`src/rtl/ssr_rx.sv`:
```
module ssr_rx #(
  parameter int DW  = 32,
  parameter int LW  = 5,
  parameter int NW  = 4,
  parameter int SW  = 16,
  parameter int SLW = 4
) (
  input  logic           clk,
  input  logic           rst_n,
  input  logic           loop_en,
  input  logic           ext_sck,
  input  logic           ext_sd,
  input  logic           ext_fs,
  input  logic           loc_sck,
  input  logic           loc_sd,
  input  logic           loc_fs,
  input  logic [LW-1:0]  word_len,
  input  logic           msb_first,
  input  logic [NW-1:0]  words_per_frame,
  input  logic [2:0]     sync_mode,
  input  logic [SLW-1:0] sync_len,
  output logic [DW-1:0]  rx_word,
  output logic           rx_valid,
  output logic [1:0]     rx_size,
  output logic [SW-1:0]  sync_data,
  output logic           sync_valid,
  output logic           busy
);

  typedef enum logic [1:0] {ST_IDLE, ST_SYNC, ST_DATA} st_t;

  st_t            st;
  logic           sck_q, sck_q2, sd_q, fs_q, fs_last;
  logic [LW-1:0]  bit_cnt;
  logic [NW-1:0]  word_cnt;
  logic [SLW-1:0] sync_cnt;
  logic [DW-1:0]  shreg;
  logic [SW-1:0]  sync_buf;

  wire sel_sck = loop_en ? loc_sck : ext_sck;
  wire sel_sd  = loop_en ? loc_sd  : ext_sd;
  wire sel_fs  = loop_en ? loc_fs  : ext_fs;

  wire strobe  = sck_q & ~sck_q2;
  wire fs_rise = strobe & fs_q & ~fs_last;
  wire sync_on = ((sync_mode == 3'd1) || (sync_mode == 3'd2)) && (sync_len != '0);

  wire [LW-1:0] pos      = msb_first ? (word_len - bit_cnt) : bit_cnt;
  wire [DW-1:0] word_nxt = shreg | (DW'(sd_q) << pos);
  wire [SW-1:0] sync_nxt = sync_buf | (SW'(sd_q) << sync_cnt);
  wire [1:0]    size_tag = (word_len <= LW'(7))  ? 2'd0 :
                           (word_len <= LW'(15)) ? 2'd1 : 2'd2;

  assign busy = (st != ST_IDLE);

  always_ff @(posedge clk or negedge rst_n) begin
    if (!rst_n) begin
      sck_q   <= 1'b0;
      sck_q2  <= 1'b0;
      sd_q    <= 1'b0;
      fs_q    <= 1'b0;
      fs_last <= 1'b0;
    end else begin
      sck_q  <= sel_sck;
      sck_q2 <= sck_q;
      sd_q   <= sel_sd;
      fs_q   <= sel_fs;
      if (strobe) fs_last <= fs_q;
    end
  end

  always_ff @(posedge clk or negedge rst_n) begin
    if (!rst_n) begin
      st         <= ST_IDLE;
      bit_cnt    <= '0;
      word_cnt   <= '0;
      sync_cnt   <= '0;
      shreg      <= '0;
      sync_buf   <= '0;
      rx_word    <= '0;
      rx_valid   <= 1'b0;
      rx_size    <= 2'd0;
      sync_data  <= '0;
      sync_valid <= 1'b0;
    end else begin
      rx_valid   <= 1'b0;
      sync_valid <= 1'b0;
      case (st)
        ST_IDLE: if (fs_rise) begin
          bit_cnt  <= '0;
          word_cnt <= '0;
          shreg    <= '0;
          if (sync_on) begin
            sync_buf <= SW'(sd_q);
            sync_cnt <= SLW'(1);
            if (sync_len == SLW'(1)) begin
              sync_data  <= SW'(sd_q);
              sync_valid <= 1'b1;
              st         <= ST_DATA;
            end else begin
              st <= ST_SYNC;
            end
          end else begin
            st <= ST_DATA;
          end
        end
        ST_SYNC: if (strobe) begin
          sync_buf <= sync_nxt;
          sync_cnt <= sync_cnt + 1'b1;
          if (sync_cnt == sync_len - 1'b1) begin
            sync_data  <= sync_nxt;
            sync_valid <= 1'b1;
            st         <= ST_DATA;
          end
        end
        ST_DATA: if (strobe) begin
          if (bit_cnt == word_len) begin
            rx_word  <= word_nxt;
            rx_valid <= 1'b1;
            rx_size  <= size_tag;
            shreg    <= '0;
            bit_cnt  <= '0;
            if (word_cnt == words_per_frame) st <= ST_IDLE;
            else word_cnt <= word_cnt + 1'b1;
          end else begin
            shreg   <= word_nxt;
            bit_cnt <= bit_cnt + 1'b1;
          end
        end
        default: st <= ST_IDLE;
      endcase
    end
  end

endmodule

```
`config.mk`:
```
export PLATFORM = sky130hd
export DESIGN_NAME = ssr_rx
export DESIGN_NICKNAME = d
export VERILOG_FILES = /design/src/rtl/ssr_rx.sv
export SDC_FILE = /design/constraint.sdc
export NUM_CORES = 1
export LEC_CHECK = 0
export BUFFER_PORTS_ARGS = -buffer_cell sky130_fd_sc_hd__buf_4
export CAP_MARGIN = 20
export CELL_PAD_IN_SITES_DETAIL_PLACEMENT = 1
export CELL_PAD_IN_SITES_GLOBAL_PLACEMENT = 2
export CORE_MARGIN = 8
export CORE_UTILIZATION = 35
export DETAILED_ROUTE_END_ITERATION = 10
export PLACE_DENSITY_LB_ADDON = 0.1
export SLEW_MARGIN = 20
export SYNTH_ARGS = -nofsm -noshare
export SYNTH_HDL_FRONTEND = slang
export SYNTH_SLANG_ARGS = --single-unit
```
`constraint.sdc`:
```
create_clock -name clk -period 6.2 [get_ports clk]
set_input_delay 0.62 -clock clk [delete_from_list [all_inputs] [get_ports clk]]
set_output_delay 0.62 -clock clk [all_outputs]
set_load 0.01 [all_outputs]
```
==> results of run 1 <==
## synthesized netlist by cell type, drive strengths merged, types with 2 or more instances
cell type	number
or3	12
clkbuf	22
and4	2
xor2	5
buf	17
nand2	43
nor2	99
nand4bb	2
nand3	7
a21oi	47
o31ai	15
o31a	4
nor2b	4
inv	11
o32a	2
nand2b	9
o32ai	3
and3b	3
xnor2	9
nand4	17
nor3	7
a22o	17
o211ai	3
or4	5
or2	4
o21bai	14
mux2	35
o21ai	26
ha	10
a211o	2
dfrtp	120
o22ai	2
nor3b	5
nand3b	3
nor4	5
and2	2
## layout by cell type (no fill, tap or decap), types with 4 or more instances in the layout
cell | Yosys | final
mux2_4 | 10 | 10
nand2b_1 | 9 | 9
nor2_1 | 99 | 99
o31ai_1 | 15 | 15
clkbuf_16 | 0 | 17
nand2_1 | 43 | 43
nor3b_1 | 5 | 5
ha_1 | 10 | 10
nor4_1 | 5 | 5
or3_1 | 12 | 12
dfrtp_1 | 120 | 120
o31a_1 | 4 | 4
or4_1 | 4 | 4
nand4_1 | 17 | 17
buf_4 | 1 | 85
nor3_1 | 4 | 4
xor2_1 | 5 | 5
inv_1 | 11 | 11
a22o_1 | 17 | 17
xnor2_1 | 9 | 9
o21ai_0 | 25 | 24
mux2_2 | 25 | 25
o21bai_1 | 14 | 14
nand3_1 | 7 | 7
a21oi_1 | 47 | 47
## worst min-delay path by stage
stage	start	end	slack [ps]	depth (start not counted)
final	rst_n	rx_word[27]	350	1
after global routing	sck_q	sck_q2	420	0
after detailed placement	sck_q	sck_q2	400	0
after floorplan	rst_n	bit_cnt[0]	320	0
after global placement	sck_q	sck_q2	390	0
after CTS	rst_n	rx_word[27]	400	1
## worst max-delay path: stages (launching register included)
cell and delay, ps:
dfrtp_1 560, inv_1 130, ha_1 460, nand4_1 190, o21bai_1 560, nor2b_2 940
nor2_1 120, a22o_1 230
## per-layer routing
metal | global-route usage | up-vias | wire (µm)
met1 | 0.194 | 2432 | 7600
met5 | 0 | - | 0
met3 | 0.0382 | 21 | 584
li1 | - | 2307 | -
met4 | 0.0586 | 0 | 316
met2 | 0.278 | 86 | 8420
## cells by family after synthesis
group,share of synthesized area
and+or+nand+nor,0.192
AOI/OAI and AO/OA,0.155
DFF,0.494
buffers and inverters,0.0389
muxes,0.0727
xor gates and xnor gates,0.0239
adders and majority gates,0.0239
## power breakdown
group,internal [µW],switching (µW),leakage [µW]
Combinational,367,495,0.00168
Sequential,943,137,0.00161
Clock,666,375,0.000301
## registers in the layout (all words and copies together) (netlist names), 2 cells and up
name,cells
bit_cnt,5
rx_size,2
rx_word,32
shreg,32
st,2
sync_buf,16
sync_cnt,4
sync_data,16
word_cnt,4
## layout make-up
type | count | share of cell area
Clock buffer | 22 | 0.0635
Clock inverter | 10 | 0.0191
Inverter | 12 | 0.00604
Multi-Input combinational cell | 440 | 0.382
Sequential cell | 120 | 0.402
Tap cell | 225 | 0.0377
Timing Repair Buffer | 86 | 0.0892
## stage by stage
| stage | instance area [µm²] | hold WS (ps) |
|---|---|---|
| 2_1_floorplan | 6080 | 324 |
| 3_3_place_gp | 6810 | 390 |
| 3_5_place_dp | 6840 | 398 |
| 4_1_cts | 7460 | 397 |
| 5_1_grt | 7460 | 423 |
| 6_report | 7460 | 353 |
==> flow_summary.toml, run 1 <==
[setup_path]
crit_end = "shreg[3]"
path_max_fanout = 23
r2r_start = "bit_cnt[2]"
critical_path_class = "reg2reg"
cp-startpoint = "bit_cnt[2]"
critPathCaptureType = "register"
r2r-end = "shreg[3]"
arrival_ps = 3620
r2r_setup_slack_ps = 2870
r2r_cells = 7
start_kind = "register"
critPathRequiredTime_ps = 6490

[power_and_ir_drop]
p_leak_uw = 0.00359
total_power_uw = 2980
peakVddDrop_uv = 247
p_per_area_mw_per_mm2 = 400

[yosys]
yosys_register_bits = 120
synth_seq_area_share = 0.494
synth_area_mm2 = 0.00608
synth_flop_cell = "dfrtp_1"
synthArstFlopShare = 1.00
syn_avg_cell_area_um2 = 9.95
synth_edf_count = 0
yosysTopAreaCell = "dfrtp_1"
syn_nets = 648
yosysTopAreaCellShare = 0.494
syn-instance-count = 611
yosys_warnings = 0
ys_types = 63
synthTopCellsByArea = "dfrtp_1, nor2_1, mux2_2"

[timing]
setup_ws_ps = 2870
period_needed_ps = 3330
finalHoldViolCount = 0
layout_worst_path_cycle_share = 0.536
max_freq_mhz = 301
slew_violations = 0
grt_setup_unrepaired = "false"
relSlewSlack = 0.319
skew_ps = 11.6
setup_viol = 0
finalSetupTns_ps = 0
worst_slew_pin_slew_ps = 1020

[finish]
regArea_mm2 = 0.00300
layout-drive-gt1-share = 0.233
n_antenna_cell = 0
final_core_util = 0.436
stdcell_count = 915
nNetsFinal = 714
synthToLayoutAreaGrowth_pct = 22.8
multiInputGateArea_mm2 = 0.00285
fillers = 1967

[cts]
cts_made_buffers = 17
clock_latency_ps = 420
hold_buffers = 0
clock_sinks = 120
cts.path.max_buffers = 2
cts.repair.resized = 0
cts_root_buffer = "clkbuf_16"
clk_pin_slew_ps = 60
tritoncts = "built"
htree_levels = 4
cts_setup_buffers = 0

[global_route]
grt_pass1_wl_um = 28400
antenna_found_initial = 0
grt_max_degree = 74
track_usage = 0.162
grt.overflow.total = 0
grt_pass1_vias = 5349

[floorplanning]
core_mm2 = 0.0171
dieHeight_um = 148
io_pins = 79
initial_core_util = 0.355
dieArea_mm2 = 0.0218
row_count = 48
die_x_um = 148

[place]
io_buffer_count = 78
gp_congestion = 0.817
post-dp-hpwl_um = 11700
place_ws_ps = 2770
place_inst = 883

[routing]
drc = 0
detail_route.wl_per_cell_um = 18.5
first_pass_iters = 4
drtIter0Drc = 204
routed_wl_um = 16900
viasPerCell = 5.30
routed-via-count = 4846
ant_nets = 0

[hold_path]
hold_class = "in2async"

[flow_run]
maxCapViolCount = 0

[outcome]
status = "completed"
(Power assumes the default switching activity.)
==> run 2, diff against run 1 <==
- CORE_UTILIZATION: 35 -> 33
- clock period: 6.2 -> 2.7 ns (I/O delays scaled with it)
==> run 2 against run 1 <==
  * Clock skew down 3.9 ps
  * Utilization down 1.2 points
  * Count of clock-buffer cells in the layout down 5
  * Cell count up 2.6%
  * Clock power up 120%
  * Sequential power up 120%
  * Global-route usage up 0.052 points
  * First-iteration DRC count down 15%
  * Largest power group unchanged
  * Highest routed layer unchanged
==> flow_summary.toml, run 2 (synthesis gave the netlist of run 1 again) <==
[outcome]
status = "completed"

[routing]
routed_wl_um = 17600
routed-via-count = 4986
drtIter0Drc = 174
detail_route.wl_per_cell_um = 18.7
drc = 0
viasPerCell = 5.31
first_pass_iters = 4
ant_nets = 0

[setup_path]
cp_num_cells = 7
r2r_start = "bit_cnt[0]"
start_kind = "register"
cpPeakStageDelay_ps = 610
arrival_ps = 2870
cp-startpoint = "bit_cnt[0]"
r2r-end = "rx_word[9]"
cp_cell_sequence = "ha_1 -> fa_2 -> nand2_1 -> o32a_1 -> or4_1 -> or3_1 -> a21oi_1"
critPathRequiredTime_ps = 3040
r2r_cells = 7
path_max_fanout = 4
r2r_setup_slack_ps = 170
critPathCaptureType = "register"
crit_slowest_cell = "or4_1"
path_buf_inv = 0
critical_path_class = "reg2reg"
crit_family = "simple AND/OR/NAND/NOR gates"

[cts]
htree_levels = 4
clock_sinks = 120
clock_latency_ps = 420
cts_root_buffer = "clkbuf_16"
clk_pin_slew_ps = 60
tritoncts = "built"
cts_made_buffers = 17
cts.path.max_buffers = 2

[timing]
relSlewSlack = 0.543
max_freq_mhz = 395
grt_setup_unrepaired = "false"
worst_slew_pin_slew_ps = 686
period_needed_ps = 2530
setup_viol = 0
finalHoldViolCount = 0
skew_ps = 7.76
finalSetupTns_ps = 0
slew_violations = 0
layout_worst_path_cycle_share = 0.937

[power_and_ir_drop]
p_leak_uw = 0.00368
p_per_area_mw_per_mm2 = 906
peakVddDrop_uv = 500
total_power_uw = 6930

[hold_path]
holdPathEnd = "sd_q"
hold_class = "in2reg"
min_from = "loc_sd"
min_delay_path_depth = 2

[floorplanning]
io_pins = 79
core_mm2 = 0.0180
dieArea_mm2 = 0.0230
initial_core_util = 0.337
die_x_um = 152
dieHeight_um = 152
row_count = 49

[global_route]
grt_pass1_vias = 5410
grt.overflow.total = 0
grt_max_degree = 121
track_usage = 0.162
grt_pass1_wl_um = 29400
antenna_found_initial = 0

[finish]
fillers = 2019
nNetsFinal = 734
largestRegisters = "rx_word: 32 flops, shreg: 32 flops"
final_common_cell = "dfrtp_1"
layout-drive-gt1-share = 0.261
synthToLayoutAreaGrowth_pct = 25.9
layout_common_cells = "dfrtp_1, buf_4, nor2_1"
n_antenna_cell = 0

[place]
post-dp-hpwl_um = 11900
io_buffer_count = 78
gp_congestion = 0.812

[flow_run]
maxCapViolCount = 0
-- run 2: cell types whose count changed in the layout (fill, tap and decap cells not counted), moves of 2 or more --
cell	change
clkinvlp_4	+3
clkbuf_1	-2
clkbuf_8	-3
inv_6	+2
inv_8	+2
buf_4	+15
buf_12	+5
-- run 2: worst reg2reg max path: cells and delay by family, from the launching register on --
family                   cells  cell delay, ps
AO/OA/AOI/OAI                2             290
AND/OR/NAND/NOR              3            1040
adder cells (fa/ha/maj)      2             760
flip-flops                   1             380
-- run 2: final cells by class --
type	count	area, µm²	share of cell area
Tap cell	229	287	0.0375
Timing Repair Buffer	106	861	0.113
Multi-Input combinational cell	440	2860	0.374
Sequential cell	120	3000	0.393
Clock inverter	15	170	0.0222
Clock buffer	17	425	0.0556
Inverter	12	45.0	0.00589
-- run 2: per-layer routing --
metal  wire length (µm)  GRT usage
met1               8240      0.209
met2               8390      0.265
met3                610     0.0333
met4                359     0.0588
met5                  0          0
-- run 2: per-stage QoR --
stage | std cells | utilization | instance area [µm²] | worst slack (ps) | hold WS [ps]
after floorplan | 611 | - | 6080 | 188 | -25.6
after global placement | 906 | 0.390 | 7030 | 109 | 391
after detailed placement | 906 | 0.390 | 7030 | 66.9 | 397
after CTS | 939 | 0.424 | 7630 | 86.6 | 67.0
after global routing | 939 | 0.424 | 7650 | 3.37 | 76.2
final | 939 | 0.424 | 7650 | 170 | 83.6
-- run 2: repair_timing --
item | CTS | global route
setup endpoints to repair | 0 | 3
setup buffers | 0 | 0
resized for setup | 0 | 4
hold buffers | 1 | 0
endpoints found under the hold margin | 39 | 0
-- run 2: power by group --
group          leakage (µW)  total, µW  switching, µW  internal, µW
clock              0.000280       2290            913          1380
sequential          0.00161       2410            248          2170
combinational       0.00180       2230           1260           961
-- run 2: worst max path at each step --
stage | endpoint | slack [ps]
finish | rx_word[9] | 170
global placement | rx_word[15] | 110
CTS | rx_word[15] | 90
detailed placement | rx_word[9] | 70
global route | rx_word[9] | 3
floorplan | rx_word[15] | 190
==> run 3, diff against run 2 <==
- ABC_CLOCK_PERIOD_IN_PS: unset -> 2700
- BUFFER_PORTS_ARGS: -buffer_cell sky130_fd_sc_hd__buf_4 -> -buffer_cell sky130_fd_sc_hd__buf_2
==> run 3 against run 2 <==
  * Sequential share of layout area grew 1.1 points
  * Maximum frequency shrank 2.3%
  * Cell count is the same
  * Highest routed layer unchanged
==> flow_summary.toml, run 3 (synthesis gave the netlist of run 1 again) <==
[global_route]
grt_max_degree = 66
grt.overflow.total = 0
antenna_found_initial = 0
grt_pass1_wl_um = 29300
track_usage = 0.162
grt_pass1_vias = 5498

[cts]
cts_root_buffer = "clkbuf_16"
clock_sinks = 120
htree_levels = 4
cts.path.max_buffers = 2
cts_setup_buffers = 0
clock_latency_ps = 420
tritoncts = "built"
clk_pin_slew_ps = 60
cts_made_buffers = 17

[setup_path]
crit_family = "simple AND/OR/NAND/NOR gates"
critPathCaptureType = "register"
critPathRequiredTime_ps = 3040
r2r_setup_slack_ps = 110
arrival_ps = 2930
path_buf_inv = 0
path_max_fanout = 4
cpPeakStageDelay_ps = 580
r2r_cells = 7
start_kind = "register"
cp_cell_sequence = "ha_1 -> fa_2 -> nand2b_1 -> o22a_1 -> or4_1 -> or3_1 -> a21oi_1"
crit_slowest_cell = "or4_1"
critical_path_class = "reg2reg"
cp_num_cells = 7

[timing]
skew_ps = 9.59
relSlewSlack = 0.573
period_needed_ps = 2590
whs_ps = 91.1
max_freq_mhz = 386
grt_setup_unrepaired = "false"
slew_violations = 0
setup_viol = 0
finalHoldViolCount = 0
layout_worst_path_cycle_share = 0.959
finalSetupTns_ps = 0
worst_slew_pin_slew_ps = 634

[outcome]
status = "completed"

[routing]
viasPerCell = 5.29
drc = 0
first_pass_iters = 4
routed-via-count = 4964
drtIter0Drc = 191
routed_wl_um = 17600
ant_nets = 0
detail_route.wl_per_cell_um = 18.7

[finish]
synthToLayoutAreaGrowth_pct = 22.5
fillers = 2094
n_antenna_cell = 0
largestRegisters = "rx_word: 32 flops, shreg: 32 flops"
nNetsFinal = 734
layout-drive-gt1-share = 0.258
final_core_util = 0.413
layout_common_cells = "dfrtp_1, nor2_1, buf_2"
final_common_cell = "dfrtp_1"

[floorplanning]
io_pins = 79
dieHeight_um = 152
row_count = 49
die_x_um = 152
dieArea_mm2 = 0.0230
core_mm2 = 0.0180
initial_core_util = 0.337

[power_and_ir_drop]
peakVddDrop_uv = 453
p_per_area_mw_per_mm2 = 911
p_leak_uw = 0.00364

[place]
post-dp-hpwl_um = 12000
io_buffer_count = 78
gp_congestion = 0.812

[flow_run]
maxCapViolCount = 0

[hold_path]
hold_class = "in2reg"
min_delay_path_depth = 2
==> run 3: cell count changes in the layout (fill, tap and decap cells not counted), sizes merged <==
cell | before | now
clkinv | 5 | 4
clkinvlp | 4 | 5
==> run 3: worst paths after layout <==
path / startpoint / endpoint
worst max-delay path: bit_cnt[0] / rx_word[15]
worst min-delay path: ext_sck / sck_q
worst max register to register: bit_cnt[0] / rx_word[15]
worst min register to register: sck_q / sck_q2
max in group asynchronous: rst_n / fs_last
min in group asynchronous: rst_n / shreg[29]
==> run 3: power breakdown <==
| part | internal (µW) | switching (µW) | total (µW) |
|---|---|---|---|
| Clock | 1380 | 906 | 2280 |
| Combinational | 848 | 1250 | 2100 |
| Sequential | 2160 | 236 | 2400 |
==> run 3: cell type report <==
type                       count  area [µm²]  share of cell area
clock buffer                  17         425              0.0571
clock inverter                15         169              0.0227
inverter                      12        45.0             0.00605
multi-input combinational    440        2850               0.383
sequential                   120        3000               0.403
tap                          229         287              0.0385
timing repair buffer         106         668              0.0897
==> run 3: per-layer routing <==
metal	routed length, µm	vias up	global-route usage
met2	8520	83	0.271
li1	-	2357	-
met4	393	0	0.0666
met1	8070	2499	0.200
met3	602	25	0.0324
met5	0	-	0
==> run 3: worst register-to-register path: cells and delay by family, from the launching register on <==
| kind | cells | cell delay [ps] |
|---|---|---|
| AND/OR/NAND/NOR | 3 | 1130 |
| adder cells (fa/ha/maj) | 2 | 650 |
| flip-flops | 1 | 380 |
| AO/OA/AOI/OAI | 2 | 350 |
==> run 3: through the flow <==
step / instances / total power, µW / cell area (µm²) / worst slack (ps)
4_1_cts: 939 / 6880 / 7440 / 79.2
6_report: 939 / 6780 / 7450 / 111
5_1_grt: 939 / 7230 / 7450 / 3.86
3_5_place_dp: 906 / 4540 / 6840 / 59.2
2_1_floorplan: 611 / 3680 / 6080 / 188
3_3_place_gp: 906 / 4470 / 6840 / 130
==> run 3: repair_timing <==
item	4_1_cts	5_1_grt
hold endpoints to repair	25	0
resized for setup	0	2
setup endpoints to repair	0	2
hold buffers	1	0
